**config.mk**
```make
export PLATFORM = sky130hd
export DESIGN_NAME = code_lock_top
export DESIGN_NICKNAME = d
export VERILOG_FILES = /design/src/rtl/code_lock_pkg.sv /design/src/rtl/key_sync.sv /design/src/rtl/press_encode.sv /design/src/rtl/seq_tracker.sv /design/src/rtl/code_lock_top.sv
export SDC_FILE = /design/constraint.sdc
export NUM_CORES = 1
export LEC_CHECK = 0
export CORE_UTILIZATION = 45
export DETAILED_ROUTE_END_ITERATION = 12
export PLACE_DENSITY = 0.67
export SLEW_MARGIN = 20
export SYNTH_ARGS = -nofsm -noshare
export SYNTH_HDL_FRONTEND = slang
export SYNTH_SLANG_ARGS = --single-unit
```
**constraint.sdc**
```tcl
create_clock -name clk -period 3 [get_ports clk]
set_input_delay 0.45 -clock clk [delete_from_list [all_inputs] [get_ports clk]]
set_output_delay 0.45 -clock clk [all_outputs]
set_load 0.01 [all_outputs]
```
**src/rtl/code_lock_pkg.sv**
```systemverilog
package code_lock_pkg;
    localparam int KEYS    = 4;
    localparam int SYM_W   = $clog2(KEYS);
    localparam int SEQ_LEN = 8;
    localparam int CNT_W   = $clog2(SEQ_LEN + 1);
    // symbol k of the code sits at bits [k*SYM_W +: SYM_W]
    localparam logic [SEQ_LEN*SYM_W-1:0] CODE =
        {2'd1, 2'd2, 2'd3, 2'd0, 2'd0, 2'd3, 2'd2, 2'd1};
endpackage

```
**src/rtl/key_sync.sv**
```systemverilog
module key_sync #(
    parameter int N      = 4,
    parameter int STAGES = 2
) (
    input  logic         clk,
    input  logic         rst_n,
    input  logic [N-1:0] raw,
    output logic [N-1:0] press
);
    typedef struct packed {
        logic [STAGES-1:0][N-1:0] pipe;
        logic [N-1:0]             prev;
    } sync_t;

    sync_t st_d, st_q;

    always_comb begin
        st_d = st_q;
        st_d.pipe[0] = raw;
        for (int k = 1; k < STAGES; k++) begin
            st_d.pipe[k] = st_q.pipe[k-1];
        end
        st_d.prev = st_q.pipe[STAGES-1];
    end

    always_ff @(posedge clk or negedge rst_n) begin
        if (!rst_n) st_q <= '0;
        else        st_q <= st_d;
    end

    // one event per line on the released-to-pressed step
    for (genvar i = 0; i < N; i++) begin : g_edge
        assign press[i] = st_q.pipe[STAGES-1][i] & ~st_q.prev[i];
    end

    // a line that fired cannot fire again on the next cycle
    p_single_event_r4: assert property (@(posedge clk) disable iff (!rst_n)
        (press != '0) |=> ((press & $past(press)) == '0));
endmodule

```
**src/rtl/press_encode.sv**
```systemverilog
module press_encode #(
    parameter int N     = 4,
    parameter int SYM_W = 2
) (
    input  logic [N-1:0]     press,
    output logic             any_o,
    output logic             multi_o,
    output logic [SYM_W-1:0] sym_o
);
    always_comb begin
        any_o   = |press;
        multi_o = ($countones(press) > 1);
        sym_o   = '0;
        for (int i = N - 1; i >= 0; i--) begin
            if (press[i]) sym_o = i[SYM_W-1:0];
        end
    end
endmodule

```
**src/rtl/seq_tracker.sv**
```systemverilog
module seq_tracker #(
    parameter int SYM_W   = 2,
    parameter int SEQ_LEN = 8,
    parameter int CNT_W   = 4,
    parameter logic [SEQ_LEN*SYM_W-1:0] CODE = '0
) (
    input  logic             clk,
    input  logic             rst_n,
    input  logic             evt,
    input  logic             multi,
    input  logic [SYM_W-1:0] sym,
    output logic [CNT_W-1:0] progress,
    output logic             match
);
    localparam logic [CNT_W-1:0] FULL  = CNT_W'(SEQ_LEN);
    localparam logic [SYM_W-1:0] FIRST = CODE[SYM_W-1:0];

    typedef struct packed {
        logic [CNT_W-1:0] cnt;
        logic             hit;
    } trk_t;

    trk_t st_d, st_q;
    int unsigned      base;
    logic [SYM_W-1:0] want;

    always_comb begin
        st_d = st_q;
        // a finished entry restarts from the first symbol
        base = (st_q.cnt == FULL) ? 0 : int'(st_q.cnt);
        want = CODE[base*SYM_W +: SYM_W];
        if (evt) begin
            if (multi)             st_d.cnt = '0;
            else if (sym == want)  st_d.cnt = CNT_W'(base + 1);
            else if (sym == FIRST) st_d.cnt = CNT_W'(1);
            else                   st_d.cnt = '0;
        end
        st_d.hit = (st_d.cnt == FULL);
    end

    always_ff @(posedge clk or negedge rst_n) begin
        if (!rst_n) st_q <= '0;
        else        st_q <= st_d;
    end

    assign progress = st_q.cnt;
    assign match    = st_q.hit;

    p_hold_r5: assert property (@(posedge clk) disable iff (!rst_n)
        !evt |=> ($stable(progress) && $stable(match)));
    p_multi_idle_r7: assert property (@(posedge clk) disable iff (!rst_n)
        (evt && multi) |=> (progress == '0));
    p_bound_r3: assert property (@(posedge clk) disable iff (!rst_n)
        progress <= FULL);
    p_unlock_cause_r2: assert property (@(posedge clk) disable iff (!rst_n)
        $rose(match) |-> ($past(evt) && progress == FULL));
    p_unlock_clear_r8: assert property (@(posedge clk) disable iff (!rst_n)
        (match && evt) |=> !match);
endmodule

```
**src/rtl/code_lock_top.sv**
```systemverilog
module code_lock_top
    import code_lock_pkg::*;
(
    input  logic             clk,
    input  logic             rst_n,
    input  logic [KEYS-1:0]  key_raw,
    output logic             unlock,
    output logic [CNT_W-1:0] progress
);
    logic [KEYS-1:0]  press;
    logic             any_press;
    logic             multi_press;
    logic [SYM_W-1:0] sym;

    key_sync #(.N(KEYS), .STAGES(2)) sync_i (
        .clk   (clk),
        .rst_n (rst_n),
        .raw   (key_raw),
        .press (press)
    );

    press_encode #(.N(KEYS), .SYM_W(SYM_W)) enc_i (
        .press   (press),
        .any_o   (any_press),
        .multi_o (multi_press),
        .sym_o   (sym)
    );

    seq_tracker #(
        .SYM_W   (SYM_W),
        .SEQ_LEN (SEQ_LEN),
        .CNT_W   (CNT_W),
        .CODE    (CODE)
    ) trk_i (
        .clk      (clk),
        .rst_n    (rst_n),
        .evt      (any_press),
        .multi    (multi_press),
        .sym      (sym),
        .progress (progress),
        .match    (unlock)
    );

    // the flag and a full count always agree
    p_unlock_full_r2: assert property (@(posedge clk) disable iff (!rst_n)
        unlock == (progress == CNT_W'(SEQ_LEN)));
endmodule

```
=== Yosys cells after proc, flatten, opt, wreduce, memory -nomap -nowiden ===
Cells that the tools add are included.

* Output and inout bits: 5
* Word-level logic and storage cells: 33
* Bits in registers: 17

* Reductions and logical operators: 1
* Eq/ne operators: 4
* Bitwise gates (word level): 8
* $lt $le $gt $ge: 1
* Multiplexer cells: 9
* $add $sub $neg: 4
* Shifts and indexed selects: 1

{| class="wikitable"
|+ Operators with widths
! cell !! number
|-
| $shiftx A16 B33 Y2 const A || 1
|-
| $add A32 B32 Y32 || 1
|-
| $gt A32 B2 Y1 const B || 1
|-
| $mux W4 || 4
|-
| $eq A4 B4 Y1 const B || 2
|-
| $mux W2 || 4
|-
| $add A1 B1 Y2 || 2
|-
| $add A4 B1 Y4 const B || 1
|-
| $and A1 B1 Y1 || 4
|-
| $not A1 Y1 || 4
|-
| $reduce_or A4 Y1 || 1
|-
| $eq A2 B1 Y1 const B || 1
|-
| $eq A2 B2 Y1 || 1
|-
| $mux W1 || 1
|}

=== Logic depth before layout (Yosys ltp) ===
Gate-level depths: netlist (run 1).

* Depth after elaboration: 12
* Mapped depth: 8
* Depth with buffers taken out: 8

=== Cells and area by module ===
Synthesis (run 1) repeated with hierarchy kept, for this count alone.

* Cells, all modules: 79
* Area, all modules: 939.7 µm²

{| class="wikitable"
|+ By module, submodules not included
! module !! cells each !! sequential area each (µm²) !! times used !! area each (µm²)
|-
| seq_tracker || 47 || 125.1 || 1 || 442.9
|-
| key_sync || 16 || 300.3 || 1 || 355.3
|-
| press_encode || 16 || 0.0 || 1 || 141.4
|}

=== Worst setup path after synthesis (run 1) ===
OpenSTA, ideal clock, no wires.

* Kind: flip-flop to flip-flop
* Start point: reg sync_i.st_q, in the netlist sync_i.st_d[1]
* End point: reg trk_i.st_q, in the netlist trk_i.match
* Buffers on the path: 0
* Data required time: 2913 ps
* Setup time: 87 ps
* Setup slack: 465 ps
* Cell stages (with the launch flop): 9
* Arrival time: 2448 ps
* Cells stage by stage: dfrtp_1 -> nor2b_2 -> ha_1 -> nor2b_1 -> fa_1 -> or3_2 -> a211oi_4 -> o211ai_2 -> a211oi_2

{| class="wikitable"
|+ RTL lines
! what !! line !! RTL
|-
| from (decl) || key_sync.sv:15 || <nowiki>sync_t st_d, st_q;</nowiki>
|-
| from (signal assigned) || key_sync.sv:28 || <nowiki>else st_q <= st_d;</nowiki>
|-
| to (signal assigned) || seq_tracker.sv:43 || <nowiki>else st_q <= st_d;</nowiki>
|-
| to (decl) || seq_tracker.sv:23 || <nowiki>trk_t st_d, st_q;</nowiki>
|}

==> results of run 1 <==
==> per-layer routing <==
layer | vias to the layer above | routed length, um | share of wire
met3 | 0 | 17 | 0.013
met5 | - | 0 | 0
li1 | 294 | - | -
met4 | 0 | 0 | 0
met2 | 6 | 572 | 0.43
met1 | 269 | 749 | 0.56
==> stage by stage <==
step / area, um2 / hold slack [ps]
3_5_place_dp: 1050 / 335
6_report: 1070 / 353
3_3_place_gp: 1050 / 333
4_1_cts: 1070 / 356
5_1_grt: 1070 / 362
2_1_floorplan: 923 / 154
==> worst max-delay path by stage <==
stage                             startpoint               endpoint  slack, ps  cells after the start
finish              sync_i.st_q[1]$_DFF_PN0_  trk_i.match$_DFF_PN0_        300                      8
CTS                 sync_i.st_q[1]$_DFF_PN0_  trk_i.match$_DFF_PN0_        280                      8
global placement    sync_i.st_q[1]$_DFF_PN0_  trk_i.match$_DFF_PN0_        380                      8
global route        sync_i.st_q[1]$_DFF_PN0_  trk_i.match$_DFF_PN0_         80                      8
detailed placement  sync_i.st_q[1]$_DFF_PN0_  trk_i.match$_DFF_PN0_        290                      8
floorplan           sync_i.st_d[1]$_DFF_PN0_  trk_i.match$_DFF_PN0_        460                      8
==> placed cells by master (no fill, tap or decap), drive strengths merged, types with 3 or more instances in the layout <==
master,Yosys,final
nand2b,3,3
clkbuf,0,4
a211oi,4,4
inv,8,8
o21ai,4,4
a21oi,3,3
nor2b,3,3
ha,9,9
nand2,5,5
dfrtp,17,17
clkdlybuf4s50,0,10
==> cell usage after synthesis (all sizes together) <==
cell type / n / area [um2]
a211o: 1 / 10.0
nor3: 1 / 5.00
a21o: 1 / 7.51
nor2b: 3 / 21.3
a21oi: 3 / 15.0
o21ai: 4 / 23.8
or3: 2 / 13.8
mux2i: 1 / 10.0
or3b: 1 / 11.3
and2: 1 / 7.51
nand2: 5 / 18.8
and2b: 1 / 7.51
ha: 9 / 113
o211ai: 1 / 12.5
nor4b: 1 / 8.76
nor2: 2 / 7.51
o21bai: 1 / 7.51
a211oi: 4 / 52.6
nand2b: 3 / 18.8
dfrtp: 17 / 425
fa: 1 / 20.0
mux2: 1 / 11.3
buf: 1 / 11.3
o211a: 1 / 10.0
o2bb2ai: 1 / 8.76
xnor2: 2 / 17.5
inv: 8 / 30.0
and3: 2 / 17.5
==> report_power, final <==
group,internal (W),switching [W]
logic,0.000103,0.000112
clock network,0.0000515,0.0000608
registers,0.000247,0.0000242
total,0.000402,0.000197
==> cell families (layout without fill, tap and decap cells) <==
group	after synthesis	in the layout	share of synthesized area
buffers and inverters	9	22	0.0447
AND/OR/NAND/NOR	22	22	0.149
XOR/XNOR	2	2	0.0190
flip-flops	17	17	0.461
AO/OA/AOI/OAI	17	17	0.160
adder cells (fa/ha/maj)	10	10	0.144
multiplexers	2	2	0.0230
==> critical path: stages (launching register included) <==
cell      delay (ps)
dfrtp_1          380
nor2b_2          230
ha_1             270
nor2b_1          140
fa_1             420
or3_2            520
a211oi_4         290
o211ai_2         140
a211oi_2         220
==> sequential cells by signal (all words and copies together), names as in the netlist <==
| register | cells |
|---|---|
| sync_i.st_d | 8 |
| sync_i.st_q | 4 |
| trk_i.progress | 4 |
| trk_i.match | 1 |
==> layout make-up <==
type / count / share of cell area
multi-input cells: 53 / 0.426
well taps: 27 / 0.0315
flip-flops and latches: 17 / 0.397
clock buffers: 4 / 0.0245
repair buffers: 10 / 0.0933
inverters: 8 / 0.0280
==> results.py, run 1 <==
metrics = {
    "status": {
        "outcome": "finished, final reports clean",
    },
    "sta": {
        "rsz0062_at_grt": "no",
        "hold_viol": 0,
        "max_freq_mhz": 370,
        "slew_headroom": 0.538,
        "final.setup.worst_slack_ps": 300,
        "worst_slew_pin_slew_ps": 691,
        "setup_viol": 0,
        "slew_violations": 0,
        "min_period_ps": 2700,
        "min_period_over_period": 0.900,
        "finClkSkew_ps": 2.77,
        "fin_setup_tns_ps": 0,
    },
    "detailed_routing": {
        "drc": 0,
        "wirelength_um": 1340,
        "ant_nets": 0,
        "drtIter0Drc": 8,
        "num_vias": 569,
        "routed_via_density": 4.78,
        "first_pass_iters": 3,
        "wl_per_cell_um": 11.3,
    },
    "global_route": {
        "grt_max_degree": 18,
        "grt_pass1_wl_um": 2260,
        "grt.total_usage": 0.148,
        "first_global_vias": 537,
        "grtUsageMet2": 0.203,
        "use_met1": 0.233,
        "grt_antenna_before_repair": 0,
        "use_met3": 0.0115,
        "top_usage_layer": "met1",
        "grt_overflow_total": 0,
    },
    "place": {
        "dpl.hpwl_um": 1050,
        "port_buffers": 10,
        "placed_cells": 115,
        "dp_slack_ps": 288,
        "gp_congestion": 0.802,
    },
    "floorplanning": {
        "core_um2": 1940,
        "dieArea_um2": 2240,
        "num_rows": 16,
        "initial_core_util": 0.476,
        "die_w_um": 47.3,
        "die_y_um": 47.3,
        "io_pins": 11,
    },
    "power_and_ir_drop": {
        "power.total_w": 0.000598,
        "power_leakage_nw": 0.485,
        "irDropWorstVdd_uv": 349,
        "power_density_nw_per_um2": 558,
    },
    "yosys": {
        "yosys.cell_types.count": 35,
        "mappedNetlistArea_um2": 923,
        "ys_ff_latch": 17,
        "syn_nets": 95,
        "avgSynthCellArea_um2": 11.7,
        "ys_seq_area_frac": 0.461,
        "yosys_warnings": 0,
        "syn-instance-count": 79,
    },
    "setup_path": {
        "reg2reg_depth": 8,
        "rr_endpoint": "trk_i.match$_DFF_PN0_",
        "critPathMaxFanout": 6,
        "rr_startpoint": "sync_i.st_q[1]$_DFF_PN0_",
        "worstPathRequired_ps": 3190,
        "worstPathArrival_ps": 2890,
        "crit_type": "reg2reg",
        "rrSetupSlack_ps": 300,
        "worstSetupStartpointType": "flip-flop",
        "endpoint_kind": "flip-flop",
    },
    "clock_network": {
        "htreeDepth": 1,
        "clock_sinks": 17,
        "cts_setup_buffers": 0,
        "clkTransAtPathRegs_ps": 90,
        "clockBufferDepth": 2,
        "cts_buffers": 3,
        "clockRootBuffer": "clkbuf_4",
        "cts_resized": 0,
        "clock_latency_ps": 270,
        "cts_tree": "yes",
        "cts-hold-fix-buffers": 0,
    },
    "final_layout": {
        "multiInputGateArea_um2": 457,
        "stdcell_count": 119,
        "nNetsFinal": 109,
        "n_antenna_cell": 0,
        "drive_above_1_share": 0.174,
        "fillers": 168,
        "area_delta_synth_final_pct": 16.1,
        "final_util": 0.552,
        "seqCellArea_um2": 425,
    },
    "hold_path": {
        "min-delay-path-class": "reg2reg",
        "hold-path-endpoint": "sync_i.st_d[0]$_DFF_PN0_",
        "timing.hold.worst_path_depth": 0,
        "hp-start": "sync_i.st_d[8]$_DFF_PN0_",
    },
    "run": {
        "cap_violations": 0,
    },
}
(Power assumes the default switching activity.)
==> run 2, diff against run 1 <==
--- a/config.mk
+++ b/config.mk
@@ -5,6 +5,7 @@
 export SDC_FILE = /design/constraint.sdc
 export NUM_CORES = 1
 export LEC_CHECK = 0
+export ABC_CLOCK_PERIOD_IN_PS = 3000
 export CORE_UTILIZATION = 45
 export DETAILED_ROUTE_END_ITERATION = 12
 export PLACE_DENSITY = 0.67
==> results of run 2 <==
Final layout, timing and power as in run 1 (identical DEF).
